===== src/rtl/evt_timer_pkg.sv =====
package evt_timer_pkg;

    typedef enum logic [1:0] {
        MODE_ONCE = 2'd0,
        MODE_LOOP = 2'd1,
        MODE_RSVD = 2'd2,
        MODE_FREE = 2'd3
    } run_mode_e;

    typedef enum logic [1:0] {
        SEL_CTRL  = 2'd0,
        SEL_TSEL  = 2'd1,
        SEL_COUNT = 2'd2,
        SEL_CMP   = 2'd3
    } reg_sel_e;

    localparam int CTRL_EN_BIT   = 0;
    localparam int CTRL_CLR_BIT  = 1;
    localparam int CTRL_MODE_LSB = 4;
    localparam int TSEL_SRC_BIT  = 4;

endpackage


===== src/rtl/tmr_prescaler.sv =====
module tmr_prescaler #(
    parameter int DIV_W = 4
) (
    input  logic             clk,
    input  logic             rst_n,
    input  logic             clear_i,
    input  logic             run_i,
    input  logic             tick_i,
    input  logic [DIV_W-1:0] code_i,
    output logic             tick_o
);
    localparam int PCNT_W = (1 << DIV_W) - 1;

    typedef struct packed {
        logic [PCNT_W-1:0] pcnt;
    } pre_state_t;

    pre_state_t        s_d, s_q;
    logic [PCNT_W-1:0] mask;

    always_comb begin
        s_d    = s_q;
        mask   = (PCNT_W'(1) << code_i) - PCNT_W'(1);
        tick_o = run_i && tick_i && ((s_q.pcnt & mask) == mask);
        if (clear_i) begin
            s_d.pcnt = '0;
        end else if (run_i && tick_i) begin
            s_d.pcnt = s_q.pcnt + PCNT_W'(1);
        end
    end

    always_ff @(posedge clk or negedge rst_n) begin
        if (!rst_n) s_q <= '0;
        else        s_q <= s_d;
    end

    // with a divider above 1, two divided ticks never fall in consecutive cycles
    assert_no_back_to_back_R9: assert property (@(posedge clk) disable iff (!rst_n)
        (tick_o && code_i != '0) |=> (!tick_o || code_i == '0));

endmodule


===== src/rtl/tmr_channel.sv =====
module tmr_channel
    import evt_timer_pkg::*;
#(
    parameter int CNT_W = 32,
    parameter int DIV_W = 4
) (
    input  logic             clk,
    input  logic             rst_n,
    input  logic             fast_tick_i,
    input  logic             slow_tick_i,
    input  logic             wr_ctrl_i,
    input  logic             wr_tsel_i,
    input  logic             wr_cmp_i,
    input  logic [CNT_W-1:0] wdata_i,
    output logic [CNT_W-1:0] ctrl_o,
    output logic [CNT_W-1:0] tsel_o,
    output logic [CNT_W-1:0] count_o,
    output logic [CNT_W-1:0] cmp_o,
    output logic             event_o
);
    typedef struct packed {
        logic             en;
        run_mode_e        mode;
        logic             src;
        logic [DIV_W-1:0] div;
        logic [CNT_W-1:0] count;
        logic [CNT_W-1:0] cmp;
    } ch_state_t;

    ch_state_t        s_d, s_q;
    logic             clr;
    logic             src_tick;
    logic             div_tick;
    logic [CNT_W-1:0] nxt;

    assign clr      = wr_ctrl_i && wdata_i[CTRL_CLR_BIT];
    assign src_tick = s_q.src ? slow_tick_i : fast_tick_i;

    tmr_prescaler #(.DIV_W(DIV_W)) u_pre (
        .clk     (clk),
        .rst_n   (rst_n),
        .clear_i (clr),
        .run_i   (s_q.en),
        .tick_i  (src_tick),
        .code_i  (s_q.div),
        .tick_o  (div_tick)
    );

    always_comb begin
        s_d     = s_q;
        event_o = 1'b0;
        nxt     = s_q.count + CNT_W'(1);

        if (wr_tsel_i) begin
            s_d.src = wdata_i[TSEL_SRC_BIT];
            s_d.div = wdata_i[DIV_W-1:0];
        end
        if (wr_cmp_i) begin
            s_d.cmp = wdata_i;
        end
        if (wr_ctrl_i) begin
            s_d.en   = wdata_i[CTRL_EN_BIT];
            s_d.mode = run_mode_e'(wdata_i[CTRL_MODE_LSB +: 2]);
        end

        if (clr) begin
            s_d.count = '0;
        end else if (div_tick) begin
            if (s_q.mode == MODE_FREE) begin
                s_d.count = nxt;
            end else if (nxt == s_q.cmp) begin
                event_o = 1'b1;
                if (s_q.mode == MODE_LOOP) begin
                    s_d.count = '0;
                end else begin
                    s_d.count = nxt;
                    if (!wr_ctrl_i) s_d.en = 1'b0;
                end
            end else begin
                s_d.count = nxt;
            end
        end
    end

    always_ff @(posedge clk or negedge rst_n) begin
        if (!rst_n) s_q <= '0;
        else        s_q <= s_d;
    end

    always_comb begin
        ctrl_o                       = '0;
        ctrl_o[CTRL_EN_BIT]          = s_q.en;
        ctrl_o[CTRL_MODE_LSB +: 2]   = s_q.mode;
        tsel_o                       = '0;
        tsel_o[TSEL_SRC_BIT]         = s_q.src;
        tsel_o[DIV_W-1:0]            = s_q.div;
    end

    assign count_o = s_q.count;
    assign cmp_o   = s_q.cmp;

    // a match outside repeat mode disarms the channel
    assert_oneshot_halts_R5: assert property (@(posedge clk) disable iff (!rst_n)
        (event_o && s_q.mode != MODE_LOOP && !wr_ctrl_i) |=> !s_q.en);

    // a match in repeat mode restarts from zero
    assert_loop_reload_R7: assert property (@(posedge clk) disable iff (!rst_n)
        (event_o && s_q.mode == MODE_LOOP) |=> (s_q.count == '0));

    // free-run wraps from all ones to zero
    assert_free_wrap_R4: assert property (@(posedge clk) disable iff (!rst_n)
        (s_q.mode == MODE_FREE && div_tick && !clr && s_q.count == '1) |=> (s_q.count == '0));

    // without a divided tick or a clear, the count holds
    assert_count_holds_R3: assert property (@(posedge clk) disable iff (!rst_n)
        (!div_tick && !clr) |=> $stable(s_q.count));

    // a disabled channel receives no divided tick
    assert_idle_no_tick_R3: assert property (@(posedge clk) disable iff (!rst_n)
        (!s_q.en) |-> !div_tick);

endmodule


===== src/rtl/tmr_intc.sv =====
module tmr_intc #(
    parameter int NUM_CH = 6
) (
    input  logic              clk,
    input  logic              rst_n,
    input  logic              ie_wr_i,
    input  logic              ack_wr_i,
    input  logic [NUM_CH-1:0] wmask_i,
    input  logic [NUM_CH-1:0] event_i,
    output logic [NUM_CH-1:0] ie_o,
    output logic [NUM_CH-1:0] pend_o,
    output logic              irq_o
);
    typedef struct packed {
        logic [NUM_CH-1:0] ie;
        logic [NUM_CH-1:0] pend;
    } intc_state_t;

    intc_state_t       s_d, s_q;
    logic [NUM_CH-1:0] ack_mask;

    always_comb begin
        s_d      = s_q;
        ack_mask = ack_wr_i ? wmask_i : '0;
        if (ie_wr_i) s_d.ie = wmask_i;
        s_d.pend = (s_q.pend & ~ack_mask) | event_i;
    end

    always_ff @(posedge clk or negedge rst_n) begin
        if (!rst_n) s_q <= '0;
        else        s_q <= s_d;
    end

    assign ie_o   = s_q.ie;
    assign pend_o = s_q.pend;
    assign irq_o  = |(s_q.pend & s_q.ie);

    for (genvar i = 0; i < NUM_CH; i++) begin : g_chk
        // an event always leaves its flag set, acknowledge or not
        assert_event_beats_ack_R10: assert property (@(posedge clk) disable iff (!rst_n)
            event_i[i] |=> pend_o[i]);
        // an acknowledge without a concurrent event clears the flag
        assert_ack_clears_R10: assert property (@(posedge clk) disable iff (!rst_n)
            (ack_wr_i && wmask_i[i] && !event_i[i]) |=> !pend_o[i]);
        // flags are sticky until acknowledged
        assert_pend_sticky_R10: assert property (@(posedge clk) disable iff (!rst_n)
            (pend_o[i] && !(ack_wr_i && wmask_i[i])) |=> pend_o[i]);
    end

endmodule


===== src/rtl/multi_event_timer.sv =====
module multi_event_timer
    import evt_timer_pkg::*;
#(
    parameter int NUM_CH = 6,
    parameter int CNT_W  = 32,
    parameter int DIV_W  = 4,
    parameter int ADDR_W = 8
) (
    input  logic              clk,
    input  logic              rst_n,
    input  logic              fast_tick,
    input  logic              slow_tick,
    input  logic              bus_wr,
    input  logic              bus_rd,
    input  logic [ADDR_W-1:0] bus_addr,
    input  logic [CNT_W-1:0]  bus_wdata,
    output logic [CNT_W-1:0]  bus_rdata,
    output logic              irq
);
    localparam int IDX_W = ADDR_W - 4;

    logic             aligned;
    logic [IDX_W-1:0] ch_idx;
    reg_sel_e         sel;
    logic             glb_hit;

    logic [NUM_CH-1:0] ie_q;
    logic [NUM_CH-1:0] pend_q;
    logic [NUM_CH-1:0] ch_event;
    logic [CNT_W-1:0]  ch_ctrl  [NUM_CH];
    logic [CNT_W-1:0]  ch_tsel  [NUM_CH];
    logic [CNT_W-1:0]  ch_count [NUM_CH];
    logic [CNT_W-1:0]  ch_cmp   [NUM_CH];

    assign aligned = (bus_addr[1:0] == 2'b00);
    assign ch_idx  = bus_addr[ADDR_W-1:4];
    assign sel     = reg_sel_e'(bus_addr[3:2]);
    assign glb_hit = aligned && (ch_idx == '0);

    tmr_intc #(.NUM_CH(NUM_CH)) u_intc (
        .clk      (clk),
        .rst_n    (rst_n),
        .ie_wr_i  (bus_wr && glb_hit && sel == SEL_CTRL),
        .ack_wr_i (bus_wr && glb_hit && sel == SEL_COUNT),
        .wmask_i  (bus_wdata[NUM_CH-1:0]),
        .event_i  (ch_event),
        .ie_o     (ie_q),
        .pend_o   (pend_q),
        .irq_o    (irq)
    );

    for (genvar i = 0; i < NUM_CH; i++) begin : g_ch
        logic hit;
        assign hit = bus_wr && aligned && (ch_idx == IDX_W'(i + 1));

        tmr_channel #(.CNT_W(CNT_W), .DIV_W(DIV_W)) u_ch (
            .clk         (clk),
            .rst_n       (rst_n),
            .fast_tick_i (fast_tick),
            .slow_tick_i (slow_tick),
            .wr_ctrl_i   (hit && sel == SEL_CTRL),
            .wr_tsel_i   (hit && sel == SEL_TSEL),
            .wr_cmp_i    (hit && sel == SEL_CMP),
            .wdata_i     (bus_wdata),
            .ctrl_o      (ch_ctrl[i]),
            .tsel_o      (ch_tsel[i]),
            .count_o     (ch_count[i]),
            .cmp_o       (ch_cmp[i]),
            .event_o     (ch_event[i])
        );
    end

    always_comb begin
        bus_rdata = '0;
        if (bus_rd && aligned) begin
            if (ch_idx == '0) begin
                if (sel == SEL_CTRL)  bus_rdata = CNT_W'(ie_q);
                if (sel == SEL_COUNT) bus_rdata = CNT_W'(pend_q);
            end else begin
                for (int i = 0; i < NUM_CH; i++) begin
                    if (ch_idx == IDX_W'(i + 1)) begin
                        case (sel)
                            SEL_CTRL:  bus_rdata = ch_ctrl[i];
                            SEL_TSEL:  bus_rdata = ch_tsel[i];
                            SEL_COUNT: bus_rdata = ch_count[i];
                            default:   bus_rdata = ch_cmp[i];
                        endcase
                    end
                end
            end
        end
    end

endmodule


===== config.mk =====
export PLATFORM = sky130hd
export DESIGN_NAME = multi_event_timer
export DESIGN_NICKNAME = d
export VERILOG_FILES = /design/src/rtl/evt_timer_pkg.sv /design/src/rtl/tmr_prescaler.sv /design/src/rtl/tmr_channel.sv /design/src/rtl/tmr_intc.sv /design/src/rtl/multi_event_timer.sv
export SDC_FILE = /design/constraint.sdc
export NUM_CORES = 1
export LEC_CHECK = 0
export ABC_CLOCK_PERIOD_IN_PS = 6150
export BUFFER_PORTS_ARGS = -buffer_cell sky130_fd_sc_hd__buf_4
export CAP_MARGIN = 20
export CORE_MARGIN = 10
export CORE_UTILIZATION = 50
export CTS_CLUSTER_SIZE = 16
export DETAILED_ROUTE_END_ITERATION = 8
export PLACE_DENSITY = 0.66
export REMOVE_ABC_BUFFERS = 1
export SYNTH_ARGS = -nofsm -noshare
export SYNTH_HDL_FRONTEND = slang
export SYNTH_SLANG_ARGS = --single-unit

===== constraint.sdc =====
create_clock -name clk -period 6.15 [get_ports clk]
set_input_delay 1.23 -clock clk [delete_from_list [all_inputs] [get_ports clk]]
set_output_delay 1.23 -clock clk [all_outputs]
set_load 0.02 [all_outputs]

# Yosys cells after proc, flatten, opt, wreduce, memory -nomap -nowiden
# Index checks and enable logic that the tools add are counted.
# totals
reg_bits	534
out_inout_bits	33
# classes
n_mux	131
n_reduce_logical	64
n_bitwise	10
add_sub_neg	18
eq_ne	33
shifts	6
# ops
operator	n
32-bit two-way mux	39
32-bit case mux with 3 select lines	6
32-bit by 1-bit adder with 32-bit output (second input constant)	6
32-bit == test	6
15-bit two-way mux	12
15-bit by 1-bit adder with 15-bit output (second input constant)	6
15-bit AND	6
15-bit == test	6
1-bit by 4-bit left shift with 15-bit output (first input constant)	6
15-bit by 2-bit subtractor with 15-bit output (second input constant)	6
1-bit two-way mux	66
1-bit logical AND	48
2-bit nonzero test	12
3-bit two-way mux	6
2-bit == test (second input constant)	8
2-bit by 1-bit == test with 1-bit output (second input constant)	7
6-bit AND	2
4-bit by 3-bit == test with 1-bit output (second input constant)	3
6-bit two-way mux	2
4-bit by 2-bit == test with 1-bit output (second input constant)	2
6-bit inverter	1
6-bit bitwise OR	1
6-bit OR reduction	1
4-bit by 1-bit == test with 1-bit output (second input constant)	1
2 further kinds	3

# Depth between registers and ports, before layout
# Gate-level depths: netlist of run 1.
# logic_depth
word_depth	11
mapped_depth	18
ltp_nobuf	12

# Hierarchy
# A second synthesis of run 1 with hierarchy kept.
# hier_totals
cells_unflattened	4255
area_unflattened_um2	41436.0
# by_module_without_submodules
module	seq_area_each_um2	instances	area_per_inst_um2	cells_per_inst
tmr_channel (g_ch[2].u_ch ...)	1801.7	4	4729.5	502
tmr_channel (g_ch[0].u_ch ...)	1801.7	2	4730.8	489
tmr_prescaler	375.4	6	1047.3	121
multi_event_timer	0.0	1	6276.0	508
tmr_intc	300.3	1	496.7	35

# Worst setup path after synthesis of run 1
# OpenSTA, ideal clock, no wires.
# synth_path
path_kind	in2out
startpoint	in bus_addr[2]
endpoint	out bus_rdata[18]
path_slack_ns	0.659
t_arrival_ns	4.261
stages	7
cell_sequence	buf_1 -> clkbuf_1 -> buf_1 -> buf_1 -> nand2_1 -> o211a_1 -> a2111oi_0
# synth_between
elab_chain_len	10
elab_cells_between_ends	17
# synth_rtl
item	line_no	source
from (decl)	multi_event_timer.sv:15	input logic [ADDR_W-1:0] bus_addr,
2-bit == test, or another cell as far along	multi_event_timer.sv:82	case (sel)
32-bit case mux with 3 select lines	multi_event_timer.sv:82	
32-bit two-way mux (5 in series)	multi_event_timer.sv:81	if (ch_idx == IDX_W'(i + 1)) begin
32-bit two-way mux (*)	multi_event_timer.sv:81	
32-bit two-way mux (*)	multi_event_timer.sv:76	if (ch_idx == '0) begin
32-bit two-way mux (*)	multi_event_timer.sv:75	if (bus_rd && aligned) begin
to (decl)	multi_event_timer.sv:17	output logic [CNT_W-1:0] bus_rdata,
# Mark *: on every way between the ends. The rest lies on a longest branch, timed or not.

# Final worst setup path of run 1
# layout_path
startpoint	in bus_addr[3]
endpoint	out bus_rdata[30]
# Same word-level chain as after synthesis.

==> flow_metrics.env, run 1 <==
export IMPL_rows=100
export IMPL_synth_edff_count=0
export IMPL_cp_data_arrival_time_ns=3.97
export IMPL_leakagePower_nw=17.3
export IMPL_clk_pin_slew_worst_paths_ns=0.06
export IMPL_skew_ns=0.0343
export IMPL_status="finished, final reports clean"
export IMPL_slowest_delay_ns=0.85
export IMPL_cp_end_kind="primary output"
export IMPL_critical_path_cell_chain="buf_4 -> buf_4 -> nand2_1 -> o22ai_1 -> nor2_1 -> a21oi_1 -> buf_4"
export IMPL_cts_setup_buffers=0
export IMPL_placeableCoreArea_um2=74300
export IMPL_synth_xor_area_frac=0.0784
export IMPL_viasPerCell=6.65
export IMPL_period_needed_ns=5.20
export IMPL_drt_initial_drc_count=3843
export IMPL_p_sw_mw=3.31
export IMPL_die_w_um=294
export IMPL_hold_violations=0
export IMPL_io_pins=79
export IMPL_synth_compound_area_frac=0.150
export IMPL_vias=33900
export IMPL_cts_root_buf="clkbuf_16"
export IMPL_fmax_mhz=192
export IMPL_fin_hold_ws_ns=0.520
export IMPL_worstMarginPinSlew_ns=1.10
export IMPL_p_seq_frac=0.404
export IMPL_crit_buf_inv=3
export IMPL_netlist_instances=4222
export IMPL_seq_area_frac_synth=0.357
export IMPL_ant_nets=0
export IMPL_drc_errors=0
export IMPL_cts_tree="built"
export IMPL_p_clk_frac=0.410
export IMPL_die_h_um=294
export IMPL_synth_top_family_by_area="simple AND/OR/NAND/NOR gates"
export IMPL_grt_total_usage=0.306
export IMPL_p_per_area_nw_per_um2=257
export IMPL_synthSimpleGateAreaFrac=0.221
export IMPL_pwr_share_comb=0.186
export IMPL_initial_utilization=0.503
export IMPL_finalMaxSlewViolations=0
export IMPL_place_area_um2=38300
export IMPL_rsz0062_at_grt="false"
export IMPL_ys_ff_latch=534
export IMPL_cpMaxStageDelayCell="nand2_1"
export IMPL_required_ns=4.92
export IMPL_postLayoutCellArea_um2=40700
export IMPL_finalSetupViolCount=0
export IMPL_die_area_um2=86200
export IMPL_first_global_vias=31300
export IMPL_ctsResizeCount=0
export IMPL_synth_async_sr_flop_share=1.00
export IMPL_hold_buffers=0
export IMPL_grt_ovfl_total=0
export IMPL_post_route_period_util=0.846
export IMPL_synth_mux_area_fraction=0.140
export IMPL_crit_type="input port to primary output"
export IMPL_hpwlAfterDp_um=96700
export IMPL_ys_types=92
export IMPL_synth_fa_ha_area_frac=0.00602
export IMPL_synth_avg_cell_area_um2=8.86
export IMPL_numPortBuffers=78
export IMPL_cp_max_fo=55
export IMPL_finalWirelength_um=136000
export IMPL_routedWlPerCell_um=26.6
export IMPL_numClockSinks=534
export IMPL_htreeDepth=3
export IMPL_area_growth_pct=8.78
export IMPL_ir_drop_mv=0.208
export IMPL_p_int_mw=7.16
export IMPL_relSlewSlack=0.262
export IMPL_nets=4141
export IMPL_startpoint_type="input port"
export IMPL_layout_drive_gt1_share=0.142
export IMPL_dr_pass1_iters=6
export IMPL_ys_warn_count=0
export IMPL_report_power_total_mw=10.5
export IMPL_gp_congestion=1.01
export IMPL_cap_violations=0
export IMPL_grt_first_pass_wirelength_um=204000
export IMPL_antenna_found_initial=14
export IMPL_swShare=0.316
export IMPL_clk_latency_ns=0.61
export IMPL_critPathMostFrequentCell="buf_4"
export IMPL_cts_buffers_inserted=67
export IMPL_syn_area_um2=37400
export IMPL_fin_util=0.547
export IMPL_clock_path_buffers=3
export IMPL_grt_max_degree=136
export IMPL_ys_flop_type="dfrtp_1"
export IMPL_crit_family="simple AND/OR/NAND/NOR gates"
export IMPL_min_path_type="register to register"
[synthesized netlist by cell type, types with 76 or more instances]
| cell type | number | share of area |
|---|---|---|
| dfrtp_1 | 534 | 0.36 |
| nor2_1 | 381 | 0.038 |
| nand2_1 | 316 | 0.032 |
| mux2_2 | 279 | 0.084 |
| clkbuf_1 | 229 | 0.023 |
| xnor2_1 | 197 | 0.046 |
| a21oi_1 | 186 | 0.025 |
| nand3_1 | 186 | 0.025 |
| mux2i_1 | 181 | 0.048 |
| o21ai_0 | 144 | 0.019 |
| xor2_1 | 130 | 0.030 |
| a31oi_1 | 127 | 0.021 |
| nand4_1 | 125 | 0.021 |
| nor3_1 | 118 | 0.016 |
| inv_1 | 78 | 0.0078 |
| and3_1 | 76 | 0.013 |
[kinds of logic (layout without fill, tap and decap cells)]
group           Yosys count  count (layout)
xor+xnor                330             330
buf+inv                 429             335
fa+ha+maj                18              18
mux                     473             473
simple gates           1588            1588
compound gates          850             850
flops                   534             534
other cells               0               8
[placed cells by master (no fill, tap or decap), types with 144 or more instances in the layout]
cell type  synthesis  layout
a21oi_1          186     186
dfrtp_1          534     534
mux2_2           279     279
mux2i_1          181     181
nand2_1          316     316
nand3_1          186     186
nor2_1           381     379
o21ai_0          144     144
xnor2_1          197     197
[cell type report]
class	count	area (µm²)
Multi-Input combinational cell	3259	22300
Clock buffer	94	1990
Antenna cell	8	20.0
Sequential cell	534	13400
Clock inverter	26	377
Tap cell	969	1210
Timing Repair Buffer	136	1090
Fill cell	6818	33600
Inverter	79	297
[sequential cells by signal, summed over array words and instances, names as in the netlist]
name and cells:
g_ch.u_ch.cmp_o 192, g_ch.u_ch.count_o 192, g_ch.u_ch.u_pre.s_q 90, g_ch.u_ch.tsel_o 30, g_ch.u_ch.ctrl_o 18, u_intc.ie_o 6
u_intc.pend_o 6
[final timing paths]
path	slack, ns	cells past startpoint	start	endpoint
max in group asynchronous	4.11	2	rst_n	g_ch[4].u_ch.count_o[28]
min in group asynchronous	0.66	1	rst_n	g_ch[3].u_ch.u_pre.s_q[5]
worst max register to register	1.26	12	g_ch[1].u_ch.tsel_o[1]	g_ch[1].u_ch.count_o[17]
worst max-delay path	0.95	7	bus_addr[3]	bus_rdata[30]
worst min-delay path	0.52	1	u_intc.pend_o[5]	u_intc.pend_o[5]
worst min register to register	0.52	1	u_intc.pend_o[5]	u_intc.pend_o[5]
[layer usage]
metal	wire length, µm	track usage
met5	67	0
met4	6960	0.139
met3	13500	0.0716
met2	58200	0.455
met1	56900	0.418
[metrics by stage]
step | std cells | setup slack (ns) | setup TNS (ns)
finish | 5105 | 0.947 | 0
global route | 5099 | 0.861 | 0
CTS | 5097 | 1.04 | 0
detailed placement | 4977 | 1.05 | 0
global placement | 4977 | 1.09 | 0
floorplan | 3872 | -0.911 | -21.24
[power by group through the flow]
stage	Combinational, mW	Clock [mW]	Sequential [mW]
3_5_place_dp	1.90	0	4.27
6_report	1.95	4.29	4.22
5_1_grt	2.12	4.47	4.27
2_1_floorplan	1.26	0	4.12
4_1_cts	1.91	4.34	4.21
3_3_place_gp	1.88	0	4.27
Note: power is estimated with default switching activity, not from simulation.
==> run 2: changes to the inputs <==
- ABC_CLOCK_PERIOD_IN_PS: 6150 -> 4800
- clock period: 6.15 -> 4.8 ns (I/O delays scaled with it)
==> run 2 against run 1 <==
Final cell count grew 1.2%. Register-to-register slack got worse by 0.68 ns. Wire length up 0.38%. Clock skew grew 0.0012 ns. Critical endpoint is now bus_rdata[31]. Largest cell class unchanged. Highest routed layer unchanged.
==> flow_metrics.env, run 2 (synthesis results as in run 1) <==
export IMPL_finalWirelength_um=136000
export IMPL_cts_root_buf="clkbuf_16"
export IMPL_cap_violations=0
export IMPL_grt_max_degree=102
export IMPL_required_ns=3.84
export IMPL_routedWlPerCell_um=26.4
export IMPL_worstMarginPinSlew_ns=0.930
export IMPL_p_seq_frac=0.404
export IMPL_placeableCoreArea_um2=74300
export IMPL_viasPerCell=6.61
export IMPL_die_area_um2=86200
export IMPL_place_inst=5037
export IMPL_clock_path_buffers=3
export IMPL_swShare=0.318
export IMPL_cts_buffers_inserted=66
export IMPL_numClockSinks=534
export IMPL_ctsResizeCount=0
export IMPL_regArea_um2=13400
export IMPL_cp_max_fo=19
export IMPL_ir_drop_mv=0.251
export IMPL_antenna_found_initial=8
export IMPL_grt_ovfl_total=0
export IMPL_finalSetupViolCount=0
export IMPL_relSlewSlack=0.377
export IMPL_startpoint_type="input port"
export IMPL_initial_utilization=0.503
export IMPL_htreeDepth=3
export IMPL_p_per_area_nw_per_um2=324
export IMPL_p_int_mw=9.11
export IMPL_fmax_mhz=225
export IMPL_grt_first_pass_wirelength_um=204000
export IMPL_crit_type="input port to primary output"
export IMPL_gp_congestion=1.03
export IMPL_io_pins=79
export IMPL_die_h_um=294
export IMPL_ant_nets=0
export IMPL_rows=100
export IMPL_status="finished, final reports clean"
export IMPL_numPortBuffers=78
export IMPL_period_needed_ns=4.44
export IMPL_die_w_um=294
export IMPL_clk_latency_ns=0.62
export IMPL_first_global_vias=31700
export IMPL_hold_violations=0
export IMPL_grt_total_usage=0.307
export IMPL_layout_drive_gt1_share=0.155
export IMPL_p_sw_mw=4.24
export IMPL_report_power_total_mw=13.4
export IMPL_cts_tree="built"
export IMPL_stdcell_count=5165
export IMPL_mostFrequentLayoutCell="dfrtp_1"
export IMPL_leakagePower_nw=17.6
export IMPL_cp_end_kind="primary output"
export IMPL_hold_buffers=0
export IMPL_area_growth_pct=10.0
export IMPL_multi_input_area_um2=22300
export IMPL_cp_data_arrival_time_ns=3.48
export IMPL_dr_pass1_iters=7
export IMPL_rsz0062_at_grt="false"
export IMPL_finalMaxSlewViolations=0
export IMPL_skew_ns=0.0354
export IMPL_p_clk_frac=0.406
export IMPL_drc_errors=0
export IMPL_hpwlAfterDp_um=97400
export IMPL_clk_pin_slew_worst_paths_ns=0.06
export IMPL_cts_setup_buffers=0
export IMPL_drt_initial_drc_count=4002
export IMPL_final_cell_mix="534 x dfrtp_1, 379 x nor2_1, 316 x nand2_1"
export IMPL_nets=4201
export IMPL_fillers=6803
export IMPL_min_path_type="input port to async pin"
export IMPL_post_route_period_util=0.925
export IMPL_vias=34100
export IMPL_pwr_share_comb=0.190
==> run 2: cell count changes in the layout (fill, tap and decap cells not counted), sizes merged <==
cell    change
diode       +3
clkinv      +1
inv         +1
clkbuf      -6
buf        +61
==> run 2: stage by stage <==
stage,utilization,cell area (µm²),hold slack (ns),TNS (ns),setup WS [ns]
2_1_floorplan,-,36000,0.458,-75.34,-1.99
3_3_place_gp,0.522,38800,0.496,0,0.483
3_5_place_dp,0.522,38800,0.507,0,0.453
4_1_cts,0.553,41100,0.360,0,0.454
5_1_grt,0.553,41100,0.379,0,0.206
6_report,0.554,41200,0.340,0,0.359
==> run 2: final cells by class <==
cell class	count	share of cell area
Antenna cell	11	0.000669
Clock buffer	88	0.0464
Clock inverter	28	0.00958
Inverter	79	0.00720
Multi-Input combinational cell	3259	0.543
Sequential cell	534	0.325
Tap cell	969	0.0295
Timing Repair Buffer	197	0.0392
==> run 2: final timing paths <==
kind / start / end / slack (ns) / depth (start not counted)
min: rst_n / g_ch[3].u_ch.u_pre.s_q[5] / 0.34 / 1
max reg2reg: g_ch[2].u_ch.tsel_o[2] / g_ch[2].u_ch.count_o[9] / 0.58 / 12
min in group clk: u_intc.pend_o[5] / u_intc.pend_o[5] / 0.53 / 1
max in group asynchronous: rst_n / g_ch[4].u_ch.count_o[15] / 3.38 / 2
min reg2reg: u_intc.pend_o[5] / u_intc.pend_o[5] / 0.53 / 1
max: bus_addr[4] / bus_rdata[31] / 0.36 / 9
==> run 2: worst max-delay path, stage by stage <==
cell and delay (ns):
buf_4 0.22, nor2b_1 0.26, nand2_1 0.24, nor2_1 0.59, a21oi_1 0.17, nor3_1 0.61, nor3_1 0.14, nor2_1 0.12
buf_4 0.15
==> run 2: power by group through the flow <==
stage,combinational (mW),clock [mW],sequential [mW]
6_report,2.54,5.42,5.40
5_1_grt,2.75,5.64,5.45
4_1_cts,2.50,5.47,5.38
3_5_place_dp,2.48,0,5.45
3_3_place_gp,2.46,0,5.45
2_1_floorplan,1.61,0,5.27
==> run 2: routing by layer <==
| layer | track usage | routed length [µm] | vias up |
|---|---|---|---|
| met3 | 0.0512 | 11200 | 277 |
| met5 | 0 | 22 | - |
| met1 | 0.424 | 58000 | 16900 |
| li1 | - | - | 15400 |
| met4 | 0.144 | 6540 | 4 |
| met2 | 0.465 | 60300 | 1576 |
